## config.mk

```make
export PLATFORM = sky130hd
export DESIGN_NAME = bcd_rtc_alarm
export DESIGN_NICKNAME = d
export VERILOG_FILES = /design/src/rtl/bcd_rtc_pkg.sv /design/src/rtl/bcd_rtc_time_core.sv /design/src/rtl/bcd_rtc_match.sv /design/src/rtl/bcd_rtc_alarm.sv
export SDC_FILE = /design/constraint.sdc
export NUM_CORES = 1
export LEC_CHECK = 0
export BUFFER_PORTS_ARGS = -buffer_cell sky130_fd_sc_hd__buf_4
export CAP_MARGIN = 30
export CELL_PAD_IN_SITES_DETAIL_PLACEMENT = 2
export CELL_PAD_IN_SITES_GLOBAL_PLACEMENT = 2
export CORE_MARGIN = 2
export CORE_UTILIZATION = 41
export CTS_BUF_LIST = sky130_fd_sc_hd__clkbuf_16
export DETAILED_ROUTE_END_ITERATION = 6
export HOLD_SLACK_MARGIN = 0.15
export PLACE_DENSITY = 0.89
export SLEW_MARGIN = 20
export SYNTH_ARGS = -nofsm -noshare
export SYNTH_HDL_FRONTEND = slang
export SYNTH_SLANG_ARGS = --single-unit
export TNS_END_PERCENT = 20
```

## constraint.sdc

```tcl
create_clock -name clk_i -period 5.7 [get_ports clk_i]
set_input_delay 1.14 -clock clk_i [delete_from_list [all_inputs] [get_ports clk_i]]
set_output_delay 1.14 -clock clk_i [all_outputs]
set_load 0.005 [all_outputs]
```

## src/rtl/bcd_rtc_pkg.sv

```systemverilog
package bcd_rtc_pkg;
  localparam int unsigned NUM_FIELDS = 7;
  localparam int unsigned REG_W      = 16;
  localparam int unsigned FLAG_BIT   = REG_W - 1;

  localparam int unsigned A_TIME_UPD = 7;
  localparam int unsigned A_ALM_BASE = 8;
  localparam int unsigned A_ALM_UPD  = A_ALM_BASE + NUM_FIELDS;
  localparam int unsigned A_CTRL     = 16;
  localparam int unsigned A_IEN      = 17;
  localparam int unsigned A_STS      = 18;

  typedef struct packed {
    logic       leap;
    logic [7:0] year;
    logic [4:0] mon;
    logic [5:0] day;
    logic [2:0] wday;
    logic [5:0] hour;
    logic [6:0] min;
    logic [6:0] sec;
  } cal_t;

  localparam cal_t CAL_RESET = '{leap: 1'b0, year: 8'h00, mon: 5'h01, day: 6'h01,
                                 wday: 3'd0, hour: 6'h00, min: 7'h00, sec: 7'h00};

  function automatic logic [7:0] bcd_inc(input logic [7:0] v);
    if (v[3:0] >= 4'd9) return {v[7:4] + 4'd1, 4'd0};
    return {v[7:4], v[3:0] + 4'd1};
  endfunction

  // last day of a BCD month
  function automatic logic [5:0] month_len(input logic [4:0] m, input logic leap);
    case (m)
      5'h02:                      return leap ? 6'h29 : 6'h28;
      5'h04, 5'h06, 5'h09, 5'h11: return 6'h30;
      default:                    return 6'h31;
    endcase
  endfunction

  function automatic logic [REG_W-1:0] cal_get(input cal_t c, input logic [2:0] idx);
    logic [REG_W-1:0] r;
    r = '0;
    case (idx)
      3'd0: r[6:0] = c.sec;
      3'd1: r[6:0] = c.min;
      3'd2: r[5:0] = c.hour;
      3'd3: r[2:0] = c.wday;
      3'd4: r[5:0] = c.day;
      3'd5: r[4:0] = c.mon;
      3'd6: begin r[7:0] = c.year; r[FLAG_BIT] = c.leap; end
      default: ;
    endcase
    return r;
  endfunction

  function automatic cal_t cal_set(input cal_t c, input logic [2:0] idx,
                                   input logic [REG_W-1:0] d);
    cal_t r;
    r = c;
    case (idx)
      3'd0: r.sec  = d[6:0];
      3'd1: r.min  = d[6:0];
      3'd2: r.hour = d[5:0];
      3'd3: r.wday = d[2:0];
      3'd4: r.day  = d[5:0];
      3'd5: r.mon  = d[4:0];
      3'd6: begin r.year = d[7:0]; r.leap = d[FLAG_BIT]; end
      default: ;
    endcase
    return r;
  endfunction
endpackage

```

## src/rtl/bcd_rtc_time_core.sv

```systemverilog
module bcd_rtc_time_core
  import bcd_rtc_pkg::*;
(
  input  logic clk_i,
  input  logic rst_ni,
  input  logic tick_i,
  input  logic load_i,
  input  cal_t load_val_i,
  output cal_t time_o,
  output cal_t next_o
);
  cal_t cur_q, nxt;
  logic wrap_s, wrap_m, wrap_h, wrap_d, wrap_mo;
  logic [7:0] inc_s, inc_m, inc_h, inc_d, inc_mo, inc_y;

  assign inc_s  = bcd_inc({1'b0, cur_q.sec});
  assign inc_m  = bcd_inc({1'b0, cur_q.min});
  assign inc_h  = bcd_inc({2'b0, cur_q.hour});
  assign inc_d  = bcd_inc({2'b0, cur_q.day});
  assign inc_mo = bcd_inc({3'b0, cur_q.mon});
  assign inc_y  = bcd_inc(cur_q.year);

  // carry chain; >= keeps out-of-range loads from running away
  assign wrap_s  = cur_q.sec >= 7'h59;
  assign wrap_m  = wrap_s && cur_q.min >= 7'h59;
  assign wrap_h  = wrap_m && cur_q.hour >= 6'h23;
  assign wrap_d  = wrap_h && cur_q.day >= month_len(cur_q.mon, cur_q.leap);
  assign wrap_mo = wrap_d && cur_q.mon >= 5'h12;

  always_comb begin
    nxt     = cur_q;
    nxt.sec = wrap_s ? 7'h00 : inc_s[6:0];
    if (wrap_s) nxt.min  = wrap_m ? 7'h00 : inc_m[6:0];
    if (wrap_m) nxt.hour = wrap_h ? 6'h00 : inc_h[5:0];
    if (wrap_h) begin
      nxt.wday = (cur_q.wday >= 3'd6) ? 3'd0 : cur_q.wday + 3'd1;
      nxt.day  = wrap_d ? 6'h01 : inc_d[5:0];
    end
    if (wrap_d)  nxt.mon  = wrap_mo ? 5'h01 : inc_mo[4:0];
    if (wrap_mo) nxt.year = (cur_q.year >= 8'h99) ? 8'h00 : inc_y;
  end

  always_ff @(posedge clk_i or negedge rst_ni) begin
    if (!rst_ni)     cur_q <= CAL_RESET;
    else if (load_i) cur_q <= load_val_i;
    else if (tick_i) cur_q <= nxt;
  end

  assign time_o = cur_q;
  assign next_o = nxt;
endmodule

```

## src/rtl/bcd_rtc_match.sv

```systemverilog
module bcd_rtc_match
  import bcd_rtc_pkg::*;
(
  input  cal_t                  now_i,
  input  cal_t                  alm_i,
  input  logic [NUM_FIELDS-1:0] en_i,
  output logic                  hit_o
);
  logic [NUM_FIELDS-1:0] eq;

  for (genvar i = 0; i < NUM_FIELDS; i++) begin : g_field
    logic [REG_W-1:0] a, b;
    assign a     = cal_get(now_i, 3'(i));
    assign b     = cal_get(alm_i, 3'(i));
    assign eq[i] = !en_i[i] || (a[FLAG_BIT-1:0] == b[FLAG_BIT-1:0]);
  end

  assign hit_o = (|en_i) && (&eq);
endmodule

```

## src/rtl/bcd_rtc_alarm.sv

```systemverilog
module bcd_rtc_alarm
  import bcd_rtc_pkg::*;
#(
  parameter int unsigned ADDR_W = 5
) (
  input  logic              clk_i,
  input  logic              rst_ni,
  input  logic              we_i,
  input  logic [ADDR_W-1:0] addr_i,
  input  logic [REG_W-1:0]  wdata_i,
  output logic [REG_W-1:0]  rdata_o,
  input  logic              tick_i,
  output logic              irq_o
);
  cal_t stage_time, stage_alm, alm_q, cur_time, nxt_time;
  logic [NUM_FIELDS-1:0] stage_en, alm_en_q;
  logic time_trig_q, alm_trig_q, ien_q, sts_q;
  logic hit_cur, hit_nxt, sts_set;
  logic [2:0] idx;
  logic wr_time, wr_tupd, wr_alm, wr_aupd, wr_ien, wr_sts;
  logic [REG_W-1:0] alm_rd;

  assign idx     = addr_i[2:0];
  assign wr_time = we_i && addr_i < ADDR_W'(NUM_FIELDS);
  assign wr_tupd = we_i && addr_i == ADDR_W'(A_TIME_UPD);
  assign wr_alm  = we_i && addr_i >= ADDR_W'(A_ALM_BASE) && addr_i < ADDR_W'(A_ALM_UPD);
  assign wr_aupd = we_i && addr_i == ADDR_W'(A_ALM_UPD);
  assign wr_ien  = we_i && addr_i == ADDR_W'(A_IEN);
  assign wr_sts  = we_i && addr_i == ADDR_W'(A_STS);

  bcd_rtc_time_core u_core (
    .clk_i      (clk_i),
    .rst_ni     (rst_ni),
    .tick_i     (tick_i),
    .load_i     (time_trig_q),
    .load_val_i (stage_time),
    .time_o     (cur_time),
    .next_o     (nxt_time)
  );

  bcd_rtc_match u_match_cur (.now_i(cur_time), .alm_i(alm_q), .en_i(alm_en_q), .hit_o(hit_cur));
  bcd_rtc_match u_match_nxt (.now_i(nxt_time), .alm_i(alm_q), .en_i(alm_en_q), .hit_o(hit_nxt));

  // status rises only at the start of a match
  assign sts_set = tick_i && !time_trig_q && hit_nxt && !hit_cur;

  always_ff @(posedge clk_i or negedge rst_ni) begin
    if (!rst_ni) begin
      stage_time  <= CAL_RESET;
      stage_alm   <= '0;
      stage_en    <= '0;
      alm_q       <= '0;
      alm_en_q    <= '0;
      time_trig_q <= 1'b0;
      alm_trig_q  <= 1'b0;
      ien_q       <= 1'b0;
      sts_q       <= 1'b0;
    end else begin
      time_trig_q <= wr_tupd && wdata_i[FLAG_BIT];
      alm_trig_q  <= wr_aupd && wdata_i[FLAG_BIT];
      if (wr_time) stage_time <= cal_set(stage_time, idx, wdata_i);
      if (wr_alm) begin
        stage_alm     <= cal_set(stage_alm, idx, wdata_i);
        stage_en[idx] <= wdata_i[FLAG_BIT];
      end
      if (alm_trig_q) begin
        alm_q    <= stage_alm;
        alm_en_q <= stage_en;
      end
      if (wr_ien) ien_q <= wdata_i[0];
      if (sts_set)                  sts_q <= 1'b1;
      else if (wr_sts && wdata_i[0]) sts_q <= 1'b0;
    end
  end

  always_comb begin
    rdata_o = '0;
    alm_rd  = cal_get(alm_q, idx);
    if (addr_i < ADDR_W'(NUM_FIELDS)) rdata_o = cal_get(cur_time, idx);
    else if (addr_i == ADDR_W'(A_TIME_UPD)) rdata_o[FLAG_BIT] = time_trig_q;
    else if (addr_i >= ADDR_W'(A_ALM_BASE) && addr_i < ADDR_W'(A_ALM_UPD))
      rdata_o = {alm_en_q[idx], alm_rd[FLAG_BIT-1:0]};
    else if (addr_i == ADDR_W'(A_ALM_UPD)) rdata_o[FLAG_BIT] = alm_trig_q;
    else if (addr_i == ADDR_W'(A_CTRL))    rdata_o[0] = 1'b1;
    else if (addr_i == ADDR_W'(A_IEN))     rdata_o[0] = ien_q;
    else if (addr_i == ADDR_W'(A_STS))     rdata_o[0] = sts_q;
  end

  assign irq_o = sts_q && ien_q;
endmodule

```

* Word-level counts from Yosys, hierarchy flattened
Cells that the tools add are included.
Operators by class: $add $sub $neg 13, multipliers 0, div/mod/pow operators 0, $lt $le $gt $ge 18, eq/ne operators 30, shifts and indexed selects 0, mux-type cells 63, bitwise logic cells 0, reductions and logical operators 66
Operators with widths (number):
- $mux 7 | 8
- $mux 43 | 1
- $mux 42 | 1
- $mux 6 | 7
- $pmux 3 s7 | 2
- $mux 8 | 5
- $add 4x1->4 const B | 7
- $eq 7x7->1 | 4
- $reduce_and 2->1 | 14
- $eq 6x6->1 | 4
- $ge 4x4->1 const B | 6
- $pmux 2 s6 | 2
- $logic_and 1x1->1 | 22
- $mux 1 | 22
- $eq 5x5->1 const B | 4
- $mux 5 | 4
- $eq 8x8->1 | 2
- $mux 16 | 1
- $eq 5x3->1 const B | 3
- $ge 7x7->1 const B | 2
- $logic_or 1x1->1 | 14
- $reduce_and 7->1 | 2
- $pmux 6 s2 | 1
- $eq 5x4->1 const B | 2
- 31 further kinds | 50
Word-level totals: bits in registers 188, bits in latches 0, memory bits (writable) 0, bits in read-only memories 0, bits of input ports 25, output and inout bits 17, logic and storage cells 226, memories kept 0

* Depth between registers and ports, before layout
word-level depth 15, depth in mapped cells 19, gate-level depth less buffers 16

* By module
From an unflattened synthesis, not the netlist that was laid out.
Unflattened totals: cell total of the unflattened synthesis 1080, area total of the unflattened synthesis 11384.7 um^2
Modules (own cells, without submodules):
- bcd_rtc_alarm | times used 1, cells an instance 477, area an instance 6580.1 um^2, sequential area each 3681.0 um^2
- bcd_rtc_time_core | times used 1, cells an instance 479, area an instance 3818.7 um^2, sequential area each 1078.5 um^2
- bcd_rtc_match | times used 2, cells an instance 62, area an instance 493.0 um^2, sequential area each 0.0 um^2

* Least setup slack after synthesis
OpenSTA, ideal clock, no wires.
kind register to register, start register u_core.cur_q (netlist bit u_core.time_o[29]), end register sts_q, library setup time 104 ps, data arrival time 4035 ps, required time 5596 ps, path slack 1561 ps, cell stages (with the launch flop) 19, path buffers 2, period minus slack after synthesis 4139 ps, cell sequence dfstp_2 > clkbuf_1 > inv_1 > ha_1 > o21ai_0 > a21oi_1 > a31oi_1 > nor2_1 > a31oi_1 > ha_1 > nor4b_2 > o22a_1 > clkbuf_1 > nor4_2 > nand2_1 > mux2i_1 > or4_1 > o41a_1 > o41ai_2
On the way: word-level cells in the longest chain between the ends 15, elaborated cells on any way between the ends 37, classes of those cells add/sub: 1; order compare: 3; eq/ne: 9; mux: 9; reduce/logical: 15
RTL lines:
- from (decl) | RTL line bcd_rtc_time_core.sv:12 | cal_t cur_q, nxt;
- from (signal assigned) | RTL line bcd_rtc_time_core.sv:45 | else if (load_i) cur_q <= load_val_i;
- from (signal assigned) | RTL line bcd_rtc_time_core.sv:46 | else if (tick_i) cur_q <= nxt;
- $eq 5x3->1, or another cell as far along | RTL line bcd_rtc_pkg.sv:34 | case (m)
- $reduce_or 4->1 | RTL line bcd_rtc_pkg.sv:34
- $pmux 6 s2 | RTL line bcd_rtc_pkg.sv:34
- $ge 6x6->1 | RTL line bcd_rtc_time_core.sv:27 | assign wrap_d = wrap_h && cur_q.day >= month_len(cur_q.mon, cur_q.leap);
- $logic_and 1x1->1 | RTL line bcd_rtc_time_core.sv:27
- $logic_and 1x1->1 | RTL line bcd_rtc_time_core.sv:28 | assign wrap_mo = wrap_d && cur_q.mon >= 5'h12;
- $mux 5 (2 in a row) | RTL line bcd_rtc_time_core.sv:39 | if (wrap_d) nxt.mon = wrap_mo ? 5'h01 : inc_mo[4:0];
- $eq 5x5->1 | RTL line bcd_rtc_match.sv:15 | assign eq[i] = !en_i[i] || (a[FLAG_BIT-1:0] == b[FLAG_BIT-1:0]);
- $logic_or 1x1->1 | RTL line bcd_rtc_match.sv:15
- $reduce_and 7->1 | RTL line bcd_rtc_match.sv:18 | assign hit_o = (|en_i) && (&eq);
- $logic_and 1x1->1 | RTL line bcd_rtc_match.sv:18
- $logic_and 1x1->1 | RTL line bcd_rtc_alarm.sv:45 | assign sts_set = tick_i && !time_trig_q && hit_nxt && !hit_cur;
- $logic_and 1x1->1 * | RTL line bcd_rtc_alarm.sv:45
- $mux 1 or $reduce_bool 2->1 (tied branches)
- to (signal assigned) | RTL line bcd_rtc_alarm.sv:57 | sts_q <= 1'b0;
- to (signal assigned) | RTL line bcd_rtc_alarm.sv:71 | if (sts_set) sts_q <= 1'b1;
- to (signal assigned) | RTL line bcd_rtc_alarm.sv:72 | else if (wr_sts && wdata_i[0]) sts_q <= 1'b0;
- to (decl) | RTL line bcd_rtc_alarm.sv:17 | logic time_trig_q, alm_trig_q, ien_q, sts_q;
Mark *: on every way between the ends. The rest lies on a longest branch, timed or not. A chain may end at the register's enable or synchronous reset.

* Final worst setup path
Same ends and word-level chain as after synthesis.

==> metrics <==
Chip Height roughly 170 um; post-DP HPWL slightly above 30 mm; Nets about 1300; critical path endpoint category register; IO Pins between 40 and 50; initial antenna violation count 4; pin count of the biggest net entering global routing about 100; CP required 6.05 ns; total gr overflow 0; run status finished, final reports clean; # Post-CTS Setup Buffers 0; Setup crit start kind register; die area slightly above 0.03 sq mm; Syn-to-layout area delta 8.21%; Initial Util 0.413; Max Freq approximately 0.21 GHz; site row count slightly above 60; clk buf depth 2; max-slew violations 0; power consumption between 4 and 5 mW; post-cts hold buffer count 0; Synth cell types 84; Seq/Total Area, Yosys 0.399; total negative setup slack 0 ns; RSZ-0062 raised after global routing no; htree depth 4; worst slew pin tran a little under 1 ns; Crit Path Max Fanout 16; Hold Path Cell Cnt 1; yosys warns 0; cell area after synthesis between 0.01 and 0.015 sq mm; # setup viols final 0; global-route wire length before repair 71.2 mm; min-delay worst type register to register; post-route cell area around 0.013 sq mm; Placed Area between 0.01 and 0.015 sq mm; reg2reg start u_core.time_o[29]$_DFFE_PN1P_; Final Cycle Share 0.850; Yosys reg bits roughly 190; EDFF count, synth 0; Gate Count Post-Synth approximately 1200; Pre-Repair DR Iteration Count 5; Async SR Flop Fraction 1.00; mean post-synth cell area between 9 and 10 sq um; vias in the first global route about 11000; Worst R2R Setup Slack 0.86 ns; Max Clock Skew roughly 0.016 ns; total track usage 0.311; Leakage between 5 and 6 nW; clock-pin slew on the worst setup and hold paths 0.07 ns; layout cells sized above 1 0.190; number of port buffers 27; wire length per cell slightly below 30 um; Core Area 0.0285 sq mm; initial drt markers between 900 and 1000; Clock Root Buffer clkbuf_16; setup slack after layout around 0.86 ns; CP Data Arrival Time ~5.2 ns; routability cong. 0.924; Worst Hold End u_core.time_o[4]$_DFFE_PN0P_; CTS tree built; die width between 150 and 200 um; Final ANT Viol Nets 0; maximum vdd drop between 0.00015 and 0.0002 V; Period minus WS final roughly 4.8 ns; CTS-repair resized insts 0; r2r endpoint sts_q$_DFFE_PN0P_; via count around 10000; number of hold violations in the final report 0; P per Cell Area 360 mW/mm^2; Routed WL approximately 46 mm; pre-CTS setup slack 0.988 ns; R2R cell count 16; Max Cap Viol 0; CTS Buf Count 17; Residual DRC 0; Vias/cell approximately 6.6; Slew headroom 0.339; Synth Flop Type dfrtp_1; clock sinks roughly 190; Crit Path Category register to register; Hold Crit Start stage_time[4]$_DFFE_PN0P_; Skew-Pair Late Insertion Delay 0.46 ns
-- placed cells by master, fill, tap and decap left out, drive strengths merged, types with 9 or more instances in the layout --
master	count
and2	13
o41ai	10
nor3	31
a31oi	14
xnor2	25
nand4	13
o21ai	98
dfrtp	184
o22ai	12
nor2	64
o211ai	12
clkbuf	18
o31ai	14
buf	36
a211oi	12
nand2b	14
nor3b	10
ha	32
xor2	22
o2111ai	9
nand3	25
mux2	136
mux2i	18
a21oi	61
inv	55
and3	11
nor4	12
nand2	106
-- metal layers --
| layer | wire [um] | share of wire | global-route usage | vias to the layer above |
|---|---|---|---|---|
| li1 | - | - | - | 4425 |
| met1 | 18700 | 0.40 | 0.392 | 5468 |
| met2 | 22500 | 0.49 | 0.520 | 421 |
| met3 | 3100 | 0.067 | 0.0575 | 147 |
| met4 | 2070 | 0.045 | 0.143 | 0 |
| met5 | 0 | 0 | 0 | - |
-- final cells by class --
| type | instances | area (sq um) |
|---|---|---|
| Antenna cell | 3 | 7.51 |
| Clock buffer | 17 | 425 |
| Clock inverter | 15 | 128 |
| Fill cell | 3076 | 15800 |
| Inverter | 50 | 188 |
| Multi-Input combinational cell | 899 | 6540 |
| Sequential cell | 188 | 4710 |
| Tap cell | 384 | 480 |
| Timing Repair Buffer | 37 | 284 |
-- synthesized netlist by cell type, drive strengths merged, types with 4 or more instances --
master / number / area, sq um
a211oi: 12 / 90.1
a21o: 7 / 52.6
a21oi: 61 / 305
a221o: 4 / 40.0
a221oi: 8 / 70.1
a22oi: 5 / 37.5
a311oi: 4 / 35.0
a31oi: 14 / 87.6
a32oi: 4 / 35.0
and2: 13 / 81.3
and3: 11 / 68.8
buf: 23 / 136
clkbuf: 67 / 253
dfrtp: 184 / 4600
dfstp: 4 / 105
ha: 32 / 400
inv: 49 / 184
mux2: 136 / 1530
mux2i: 18 / 180
mux4: 6 / 135
nand2: 106 / 398
nand2b: 14 / 87.6
nand3: 25 / 125
nand4: 13 / 96.3
nor2: 64 / 243
nor2b: 7 / 43.8
nor3: 31 / 160
nor3b: 10 / 75.1
nor4: 12 / 81.3
o2111ai: 9 / 78.8
o211ai: 12 / 90.1
o21a: 6 / 45.0
o21ai: 98 / 490
o22ai: 12 / 75.1
o31a: 8 / 78.8
o31ai: 14 / 133
o41a: 4 / 45.0
o41ai: 10 / 95.1
or3: 7 / 43.8
or3b: 4 / 35.0
xnor2: 25 / 219
xor2: 22 / 193
-- state kept, by name (all words and copies together) (netlist names) --
signal	cells
alm_q	42
alm_en_q	7
sts_q	1
stage_time	43
u_core.time_o	42
stage_alm	42
time_trig_q	1
alm_trig_q	1
ien_q	1
u_core.next_o	1
stage_en	7
-- worst max-delay path: stages, from the launching register on --
cell and delay (ns):
dfstp_2 0.66, inv_1 0.11, ha_1 0.28, o21ai_0 0.20, a21oi_1 0.10, a31oi_1 0.17, nor2_1 0.06, a31oi_1 0.16
ha_1 0.16, nor4b_2 0.06, o22ai_1 0.52, nand4_4 0.38, nor2_2 0.38, a221oi_1 0.17, or4_1 0.54, o41a_1 0.44
o41ai_2 0.35
-- report_power, final --
part / internal, mW / switching, mW / leakage [nW]
Clock: 0.601 / 0.578 / 0.268
Combinational: 0.582 / 0.824 / 2.73
Sequential: 1.57 / 0.443 / 2.40
-- kinds of logic (layout without fill, tap and decap cells) --
family,after synthesis,in the layout,synth area share
AOI/OAI and AO/OA,326,326,0.188
xor gates and xnor gates,47,47,0.0349
adders and majority gates,32,32,0.0339
buffers and inverters,140,119,0.0489
DFF,188,188,0.399
muxes,160,160,0.157
other,1,10,0.000318
and+or+nand+nor,327,327,0.138
-- per-stage QoR --
stage,hold slack (ns),util,instances
CTS,0.489,0.447,1589
detailed placement,0.471,0.427,1557
global route,0.506,0.447,1591
finish,0.488,0.447,1593
floorplan,0.444,-,1227
global placement,0.455,0.427,1557
-- worst max path at each step --
stage                                              from                 to  slack [ns]  cells past startpoint
after floorplan           u_core.time_o[29]$_DFFE_PN1P_  sts_q$_DFFE_PN0P_        1.56                     18
after global placement    u_core.time_o[29]$_DFFE_PN1P_  sts_q$_DFFE_PN0P_        1.16                     16
after global routing      u_core.time_o[29]$_DFFE_PN1P_  sts_q$_DFFE_PN0P_        0.64                     16
final                     u_core.time_o[29]$_DFFE_PN1P_  sts_q$_DFFE_PN0P_        0.86                     16
after CTS                 u_core.time_o[29]$_DFFE_PN1P_  sts_q$_DFFE_PN0P_        0.90                     16
after detailed placement  u_core.time_o[29]$_DFFE_PN1P_  sts_q$_DFFE_PN0P_        0.99                     16
No activity file was read; power rests on OpenSTA's default activity.
